===== config.mk =====
export PLATFORM = sky130hd
export DESIGN_NAME = time_pulse_gen
export DESIGN_NICKNAME = d
export VERILOG_FILES = /design/src/rtl/tpg_pkg.sv /design/src/rtl/tpg_cmp.sv /design/src/rtl/tpg_regs.sv /design/src/rtl/tpg_chan.sv /design/src/rtl/time_pulse_gen.sv
export SDC_FILE = /design/constraint.sdc
export NUM_CORES = 2
export LEC_CHECK = 0
export CAP_MARGIN = 20
export CORE_MARGIN = 2
export CORE_UTILIZATION = 40
export CTS_CLUSTER_SIZE = 20
export DETAILED_ROUTE_END_ITERATION = 12
export DONT_BUFFER_PORTS = 1
export SKIP_CTS_REPAIR_TIMING = 1
export SYNTH_ARGS = -nofsm -noshare
export SYNTH_HDL_FRONTEND = slang
export SYNTH_SLANG_ARGS = --single-unit
export TNS_END_PERCENT = 100

===== constraint.sdc =====
create_clock -name clk -period 39.4 [get_ports clk]
set_input_delay 3.94 -clock clk [delete_from_list [all_inputs] [get_ports clk]]
set_output_delay 3.94 -clock clk [all_outputs]
set_load 0.01 [all_outputs]

===== src/rtl/tpg_pkg.sv =====
package tpg_pkg;
  localparam int unsigned DATA_W   = 32;
  localparam int unsigned SEC_W    = 64;
  localparam int unsigned CH_BYTES = 12;
  localparam int unsigned OFF_MODE = 'h40;
  localparam int unsigned OFF_ARM  = 'h44;
  localparam int unsigned OFF_FIRE = 'h48;
  localparam int unsigned OFF_LEN  = 'h50;
endpackage


===== src/rtl/tpg_cmp.sv =====
module tpg_cmp
  import tpg_pkg::*;
#(
  parameter int unsigned CYC_W = 28
) (
  input  logic [SEC_W-1:0] now_sec,
  input  logic [CYC_W-1:0] now_cyc,
  input  logic [SEC_W-1:0] at_sec,
  input  logic [CYC_W-1:0] at_cyc,
  output logic             reached
);
  logic sec_after;
  logic sec_equal;

  always_comb begin
    sec_after = (now_sec > at_sec);
    sec_equal = (now_sec == at_sec);
    reached   = sec_after || (sec_equal && (now_cyc >= at_cyc));
  end
endmodule


===== src/rtl/tpg_regs.sv =====
module tpg_regs
  import tpg_pkg::*;
#(
  parameter int unsigned NUM_CH = 5,
  parameter int unsigned CYC_W  = 28,
  parameter int unsigned LEN_W  = 16,
  parameter int unsigned ADDR_W = 8
) (
  input  logic                             clk,
  input  logic                             rst_n,
  input  logic                             wr_en,
  input  logic [ADDR_W-1:0]                wr_addr,
  input  logic [DATA_W-1:0]                wr_data,
  output logic [NUM_CH-1:0][SEC_W-1:0]     stage_sec,
  output logic [NUM_CH-1:0][CYC_W-1:0]     stage_cyc,
  output logic [NUM_CH-1:0][LEN_W-1:0]     len,
  output logic [NUM_CH-1:0]                mode,
  output logic [NUM_CH-1:0]                arm_req,
  output logic [NUM_CH-1:0]                fire_req
);
  localparam int unsigned HALF_W = SEC_W / 2;

  logic              hit_mode;
  logic              hit_arm;
  logic              hit_fire;
  logic [NUM_CH-1:0] mode_q;
  logic [NUM_CH-1:0] mode_d;

  always_comb begin
    hit_mode = wr_en && (wr_addr == ADDR_W'(OFF_MODE));
    hit_arm  = wr_en && (wr_addr == ADDR_W'(OFF_ARM));
    hit_fire = wr_en && (wr_addr == ADDR_W'(OFF_FIRE));
    mode_d   = hit_mode ? wr_data[NUM_CH-1:0] : mode_q;
    arm_req  = hit_arm  ? wr_data[NUM_CH-1:0] : '0;
    fire_req = hit_fire ? wr_data[NUM_CH-1:0] : '0;
  end

  always_ff @(posedge clk or negedge rst_n) begin
    if (!rst_n) begin
      mode_q <= '0;
    end else if (hit_mode) begin
      mode_q <= mode_d;
    end
  end

  assign mode = mode_q;

  for (genvar k = 0; k < NUM_CH; k++) begin : g_ch
    logic             hit_lo, hit_hi, hit_cy, hit_len;
    logic [SEC_W-1:0] sec_q, sec_d;
    logic [CYC_W-1:0] cyc_q, cyc_d;
    logic [LEN_W-1:0] len_q, len_d;

    always_comb begin
      hit_lo  = wr_en && (wr_addr == ADDR_W'(CH_BYTES * k));
      hit_hi  = wr_en && (wr_addr == ADDR_W'(CH_BYTES * k + 4));
      hit_cy  = wr_en && (wr_addr == ADDR_W'(CH_BYTES * k + 8));
      hit_len = wr_en && (wr_addr == ADDR_W'(OFF_LEN + 4 * k));
      sec_d = sec_q;
      if (hit_lo) sec_d[HALF_W-1:0]     = wr_data;
      if (hit_hi) sec_d[SEC_W-1:HALF_W] = wr_data;
      cyc_d = hit_cy  ? wr_data[CYC_W-1:0] : cyc_q;
      len_d = hit_len ? wr_data[LEN_W-1:0] : len_q;
    end

    always_ff @(posedge clk or negedge rst_n) begin
      if (!rst_n) begin
        sec_q <= '0;
      end else if (hit_lo || hit_hi) begin
        sec_q <= sec_d;
      end
    end

    always_ff @(posedge clk or negedge rst_n) begin
      if (!rst_n) begin
        cyc_q <= '0;
      end else if (hit_cy) begin
        cyc_q <= cyc_d;
      end
    end

    always_ff @(posedge clk or negedge rst_n) begin
      if (!rst_n) begin
        len_q <= '0;
      end else if (hit_len) begin
        len_q <= len_d;
      end
    end

    assign stage_sec[k] = sec_q;
    assign stage_cyc[k] = cyc_q;
    assign len[k]       = len_q;
  end
endmodule


===== src/rtl/tpg_chan.sv =====
module tpg_chan
  import tpg_pkg::*;
#(
  parameter int unsigned CYC_W = 28,
  parameter int unsigned LEN_W = 16
) (
  input  logic             clk,
  input  logic             rst_n,
  input  logic             arm_i,
  input  logic             fire_i,
  input  logic [SEC_W-1:0] stage_sec_i,
  input  logic [CYC_W-1:0] stage_cyc_i,
  input  logic [LEN_W-1:0] len_i,
  input  logic [SEC_W-1:0] now_sec_i,
  input  logic [CYC_W-1:0] now_cyc_i,
  output logic             pulse_o,
  output logic             ready_o
);
  logic             armed_q, armed_d;
  logic [SEC_W-1:0] at_sec_q;
  logic [CYC_W-1:0] at_cyc_q;
  logic             pulse_q, pulse_d;
  logic [LEN_W-1:0] cnt_q, cnt_d;
  logic [LEN_W-1:0] len_eff;
  logic             reached;
  logic             ready;
  logic             take_arm;
  logic             start_trig;
  logic             start;
  logic             pulse_en;

  tpg_cmp #(.CYC_W(CYC_W)) u_cmp (
    .now_sec (now_sec_i),
    .now_cyc (now_cyc_i),
    .at_sec  (at_sec_q),
    .at_cyc  (at_cyc_q),
    .reached (reached)
  );

  always_comb begin
    ready      = !armed_q && !pulse_q;
    take_arm   = arm_i && ready;
    start_trig = !pulse_q && armed_q && reached;
    start      = start_trig || (!pulse_q && fire_i);
    len_eff    = (len_i == '0) ? LEN_W'(1) : len_i;

    armed_d = armed_q;
    if (take_arm)        armed_d = 1'b1;
    else if (start_trig) armed_d = 1'b0;

    pulse_d = pulse_q;
    cnt_d   = cnt_q;
    if (pulse_q) begin
      if (cnt_q == '0) pulse_d = 1'b0;
      else             cnt_d   = cnt_q - LEN_W'(1);
    end else if (start) begin
      pulse_d = 1'b1;
      cnt_d   = len_eff - LEN_W'(1);
    end
    pulse_en = pulse_q || start;
  end

  always_ff @(posedge clk or negedge rst_n) begin
    if (!rst_n) begin
      armed_q <= 1'b0;
    end else if (take_arm || start_trig) begin
      armed_q <= armed_d;
    end
  end

  always_ff @(posedge clk or negedge rst_n) begin
    if (!rst_n) begin
      at_sec_q <= '0;
      at_cyc_q <= '0;
    end else if (take_arm) begin
      at_sec_q <= stage_sec_i;
      at_cyc_q <= stage_cyc_i;
    end
  end

  always_ff @(posedge clk or negedge rst_n) begin
    if (!rst_n) begin
      pulse_q <= 1'b0;
      cnt_q   <= '0;
    end else if (pulse_en) begin
      pulse_q <= pulse_d;
      cnt_q   <= cnt_d;
    end
  end

  assign pulse_o = pulse_q;
  assign ready_o = ready;
endmodule


===== src/rtl/time_pulse_gen.sv =====
module time_pulse_gen
  import tpg_pkg::*;
#(
  parameter int unsigned NUM_CH = 5,
  parameter int unsigned CYC_W  = 28,
  parameter int unsigned LEN_W  = 16,
  parameter int unsigned ADDR_W = 8
) (
  input  logic              clk,
  input  logic              rst_n,
  input  logic              wr_en,
  input  logic [ADDR_W-1:0] wr_addr,
  input  logic [31:0]       wr_data,
  input  logic [63:0]       now_sec,
  input  logic [CYC_W-1:0]  now_cyc,
  input  logic [NUM_CH-1:0] gpio_i,
  output logic [NUM_CH-1:0] rdy_o,
  output logic [NUM_CH-1:0] out_o
);
  logic [1:0]                     rst_sync_q;
  logic                           rst_n_s;
  logic [NUM_CH-1:0][SEC_W-1:0]   stage_sec;
  logic [NUM_CH-1:0][CYC_W-1:0]   stage_cyc;
  logic [NUM_CH-1:0][LEN_W-1:0]   len;
  logic [NUM_CH-1:0]              mode;
  logic [NUM_CH-1:0]              arm_req;
  logic [NUM_CH-1:0]              fire_req;
  logic [NUM_CH-1:0]              pulse_w;

  always_ff @(posedge clk or negedge rst_n) begin
    if (!rst_n) rst_sync_q <= '0;
    else        rst_sync_q <= {rst_sync_q[0], 1'b1};
  end
  assign rst_n_s = rst_sync_q[1];

  tpg_regs #(
    .NUM_CH (NUM_CH),
    .CYC_W  (CYC_W),
    .LEN_W  (LEN_W),
    .ADDR_W (ADDR_W)
  ) u_regs (
    .clk       (clk),
    .rst_n     (rst_n_s),
    .wr_en     (wr_en),
    .wr_addr   (wr_addr),
    .wr_data   (wr_data),
    .stage_sec (stage_sec),
    .stage_cyc (stage_cyc),
    .len       (len),
    .mode      (mode),
    .arm_req   (arm_req),
    .fire_req  (fire_req)
  );

  for (genvar k = 0; k < NUM_CH; k++) begin : g_chan
    tpg_chan #(
      .CYC_W (CYC_W),
      .LEN_W (LEN_W)
    ) u_chan (
      .clk         (clk),
      .rst_n       (rst_n_s),
      .arm_i       (arm_req[k]),
      .fire_i      (fire_req[k]),
      .stage_sec_i (stage_sec[k]),
      .stage_cyc_i (stage_cyc[k]),
      .len_i       (len[k]),
      .now_sec_i   (now_sec),
      .now_cyc_i   (now_cyc),
      .pulse_o     (pulse_w[k]),
      .ready_o     (rdy_o[k])
    );

    assign out_o[k] = mode[k] ? pulse_w[k] : gpio_i[k];
  end
endmodule


# Word-level counts from Yosys, hierarchy flattened
# Index checks and enable logic that the tools add are counted.
# classes
eq_ne,32
reduce_logical,129
n_div,0
n_mul,0
add_sub_neg,10
bitwise,0
order_cmp,10
n_mux,52
shifts,0
# ops
operator,count
== test 64 bit,5
> comparator 64 bit,5
two-way mux 16 bit,20
zero test 16 bit,10
subtractor 16 x 1 -> 16 bit (second input constant),10
>= comparator 28 bit,5
== test 8 x 7 -> 1 bit (second input constant),8
== test 8 x 6 -> 1 bit (second input constant),7
logical AND 1 bit,53
== test 8 x 5 -> 1 bit (second input constant),4
two-way mux 1 bit,30
AND reduction 2 bit,15
logical OR 1 bit,25
nonzero test 2 bit,10
== test 8 x 4 -> 1 bit (second input constant),2
AND reduction 3 bit,5
zero test 1 bit,10
two-way mux 5 bit,2
inequality test 2 bit (second input constant),5
== test 8 x 3 -> 1 bit (second input constant),1
zero test 8 bit,1
# totals
mem_bits_rw,0
romBits,0
inputBits,140
memories,0
latch_bits,0
out_inout_bits,10
ff_bits,1097
word_cells,280

# Longest topological paths before layout
# depth
depth_word,7
depth_mapped,13
ltp_nobuf,12

# Modules after synthesis
# Synthesis repeated with hierarchy kept, for this count alone.
# unflattened
hier_cells,4685
area_unflattened_um2,56914.6
# by_module_without_submodules
mod,seq_area_each_um2,area_per_inst_um2,cells_per_inst,n_inst
tpg_chan,2752.6,4867.2,366,5
tpg_regs,13638.1,20624.8,1240,1
tpg_cmp (g_chan[0].u_chan.u_cmp ...),0.0,2361.0,322,4
tpg_cmp (g_chan[1].u_chan.u_cmp),0.0,2381.0,319,1
time_pulse_gen,50.0,128.9,8,1

# Worst setup path after synthesis
# No wires, ideal clock.
# synth_path
path_kind,input port to output port
startpoint,input gpio_i[0]
endpoint,output out_o[0]
required_ps,35460
slack_ps,31248
stages,1
arrival_ps,4212
n_path_buf,0
path_cell_list,mux2_2
# synth_between
elab_chain_len,1
# synth_rtl
element,line_no,source
"start, declared",time_pulse_gen.sv:16,"input logic [NUM_CH-1:0] gpio_i,"
two-way mux 1 bit,time_pulse_gen.sv:73,assign out_o[k] = mode[k] ? pulse_w[k] : gpio_i[k];
"end, declared",time_pulse_gen.sv:18,output logic [NUM_CH-1:0] out_o
# No other way between the ends.

# Worst setup path after layout
# layout_path
startpoint,input gpio_i[1]
endpoint,output out_o[1]
# Same word-level chain as after synthesis.

==> metrics.md <==
| Metric | Value |
|---|---|
| Pre-Repair DR Iteration Count | `5` |
| Area leader, netlist | `dfrtp_1` |
| Buffers & Inverters on Critical Path | `0` |
| Die width | `approximately 380 µm` |
| Avg Cell Area, Syn | `11.97 µm²` |
| CP startpoint kind | `input pin` |
| Vias per Instance | `~5.5` |
| Fin crit period | `a little over 8 ns` |
| DP Area | `~58000 µm²` |
| Die height | `around 380 µm` |
| Final nets | `roughly 5300` |
| Max-slew violations | `0` |
| Top_reg_cell synth | `dfrtp_1` |
| Crit-path cells | `mux2_2` |
| Power Total | `roughly 0.0028 W` |
| Final GP Congestion | `roughly 0.85` |
| Worst setup EP type | `primary output` |
| IO Pins | `150` |
| FFs w/ async S/R, synth | `100.0%` |
| Global Route Usage Sum | `a little over a fifth` |
| Die area | `approximately 140000 µm²` |
| Crit path arrival time | `4.22 ns` |
| Synth top area share | `about half` |
| YS warnings | `0` |
| Most common library cells after synthesis | `1097 x dfrtp_1, 1021 x mux2_2, 489 x inv_1` |
| Number of flops mapped to enable cells by yosys | `0` |
| Type of the worst min-delay path | `register to async pin` |
| Setup violators final | `0` |
| Starting Density | `between 40% and 50%` |
| Clock Sinks | `1097` |
| Most area-consuming cells after synthesis | `dfrtp_1 49%, mux2_2 20%, ha_1 10%, inv_1 3.3%, a21oi_1 1.8%` |
| DP HPWL | `about 110 mm` |
| Cell variety after synth | `86` |
| Via count | `roughly 36000` |
| Unrepaired setup endpoints after global routing | `no` |
| Crit-path leading delay family | `multiplexers` |
| Tcrit/Tclk final | `about 21%` |
| CTS Buf Count | `120` |
| Max Clock Skew | `between 0.04 and 0.05 ns` |
| GRT overflow | `0` |
| Final Routed Wirelength | `about 150 mm` |
| Leakage power total | `around 30 nW` |
| Root buffer cell | `clkbuf_16` |
| Part of the Yosys area used for sequential elements | `about half` |
| Largest net degree at the start of global routing | `171` |
| Most frequent cell after synthesis | `dfrtp_1` |
| Status | `complete, no violations` |
| Input/output buffers | `0` |
| Worst path required time | `between 30 and 40 ns` |
| Placement Setup Slack | `between 30 and 40 ns` |
| Global-route wire length before repair | `between 200 and 250 mm` |
| Worst path max stage delay | `~0.28 ns` |
| Power Dens Cells | `44.51 nW/µm²` |
| DR DRC count | `0` |
| Number of global-route vias before repair | `~37000` |
| Final instance area | `roughly 63000 µm²` |
| Clock latency on the worst-skew pair | `between 0.7 and 0.8 ns` |
| Layout cell share with drive strength beyond 1 | `28.49%` |
| Slowest stage cell, crit path | `mux2_2` |
| Max Cap Viol | `0` |
| Setup Total Neg Slack | `0 ns` |
| FMAX | `around 120 MHz` |
| CP Class | `input pin to primary output` |
| Antenna viol nets, final | `0` |
| Worst-Margin Slew | `1.148 ns` |
| CP max FO | `1` |
| Relative slew slack | `around 23%` |
| Final Hold Viols | `0` |
| Post-Syn Instances | `roughly 4700` |
| WL/cell | `roughly 23 µm` |
| Post-Synthesis Cell Area | `about 56000 µm²` |
| CTS tree | `yes` |
| Initial antenna violation count | `9` |
| Bufs on Longest Clock Path | `3` |
| Core ar. | `about 140000 µm²` |
| DRT iter0 DRCs | `around 2300` |
| CTS H-Tree Depth | `3` |
| Mapped Nets | `around 5300` |
| #FFs+latches synth | `about 1100` |
| Clock transition at the registers of the reported paths | `0.06 ns` |
| VDD IR-drop max | `41.42 µV` |
| Num rows | `137` |
| Final WS setup | `~31 ns` |
| Area grow syn2layout | `11.20%` |
[logic make-up (layout without fill, tap and decap cells)]
| family | after synthesis | after routing | synth area share, % |
|---|---|---|---|
| and+or+nand+nor | 705 | 705 | 6.473 |
| xor gates and xnor gates | 115 | 115 | 1.792 |
| DFF | 1097 | 1097 | 48.84 |
| AOI/OAI and AO/OA | 588 | 588 | 7.081 |
| adders and majority gates | 465 | 465 | 10.35 |
| buffers and inverters | 685 | 763 | 4.668 |
| other | 1 | 5 | 0.006671 |
| muxes | 1040 | 1040 | 20.79 |
[stage by stage]
| step | std cells | util, % | hold slack [ns] |
|---|---|---|---|
| floorplan | 4696 | - | 0.3312 |
| global placement | 6423 | 41.75 | 0.3338 |
| detailed placement | 6428 | 41.79 | 0.3395 |
| CTS | 6646 | 44.76 | 0.3537 |
| global route | 6652 | 44.79 | 0.3604 |
| finish | 6654 | 44.80 | 0.3490 |
[power by group]
| group | switching [W] | internal (W) | total, W |
|---|---|---|---|
| clock | 0.000488 | 0.000686 | 0.00117 |
| sequential | 0.0000608 | 0.00119 | 0.00125 |
| combinational | 0.000192 | 0.000167 | 0.000359 |
| total | 0.000740 | 0.00204 | 0.00278 |
[path summary, 6_finish.rpt]
| path | start | to | slack (ns) | depth (start not counted) |
|---|---|---|---|---|
| max in group asynchronous | rst_sync_q[1]$_DFF_PN0_ | g_chan[1].u_chan.cnt_q[2]$_DFFE_PN0P_ | 35.14 | 4 |
| setup / recovery | gpio_i[1] | out_o[1] | 31.24 | 1 |
| min in group clk | rst_sync_q[0]$_DFF_PN0_ | rst_sync_q[1]$_DFF_PN0_ | 0.35 | 0 |
| hold / removal | rst_sync_q[1]$_DFF_PN0_ | u_regs.g_ch[4].sec_q[47]$_DFFE_PN0P_ | 0.35 | 0 |
| setup reg to reg | g_chan[0].u_chan.at_sec_q[61]$_DFFE_PN0P_ | g_chan[0].u_chan.cnt_q[0]$_DFFE_PN0P_ | 35.01 | 10 |
| hold reg to reg | rst_sync_q[1]$_DFF_PN0_ | u_regs.g_ch[4].sec_q[47]$_DFFE_PN0P_ | 0.35 | 0 |
[cells in the final DEF (no fill, tap or decap), types with 8 or more instances in the layout]
cell	n
a2111oi_0	12
buf_4	48
xor2_1	54
and3_1	11
clkinv_2	31
or3_1	14
and4_1	18
o31ai_1	9
nor2b_1	24
ha_1	465
nand2b_1	30
nor3_1	80
mux2i_1	19
o221a_2	23
a311oi_1	28
a21o_1	75
clkbuf_16	120
a211oi_1	33
nand2_1	154
o21ai_0	83
o22ai_1	15
nor4_1	46
dfrtp_1	1096
nor2_1	125
clkbuf_8	22
inv_1	489
a211o_1	9
nand3_1	43
or2_2	13
or4_1	8
o211ai_1	8
bufinv_16	13
xnor2_1	61
nand4_1	86
clkbuf_1	12
a21oi_1	202
a221oi_1	16
and2_1	8
mux2_2	1021
[flip-flops by register name, indices dropped and copies added, names as in the netlist]
signal	cells
g_chan.u_chan.at_sec_q	320
g_chan.u_chan.cnt_q	80
g_chan.u_chan.at_cyc_q	140
g_chan.u_chan.pulse_o	5
g_chan.u_chan.armed_q	5
rst_sync_q	2
u_regs.g_ch.cyc_q	140
u_regs.g_ch.sec_q	320
u_regs.mode	5
u_regs.g_ch.len_q	80
[metal layers]
layer | vias to the layer above | share of wire (%) | global-route usage, % | routed length [µm]
met1 | 18790 | 45 | 29.08 | 69050
met4 | 2 | 2.4 | 5.563 | 3748
met5 | - | 0.0084 | 0 | 13
met3 | 199 | 4.8 | 4.082 | 7423
met2 | 644 | 48 | 36.36 | 74010
li1 | 16680 | - | - | -
[cell type report]
| type | instances | area [µm²] |
|---|---|---|
| antenna | 4 | 10.01 |
| clock buffer | 154 | 3351 |
| clock inverter | 64 | 783.3 |
| fill | 12890 | 77030 |
| inverter | 490 | 1839 |
| multi-input combinational | 2914 | 26260 |
| sequential | 1097 | 27460 |
| tap | 1876 | 2347 |
| timing repair buffer | 55 | 460.4 |
(Power assumes the default switching activity.)
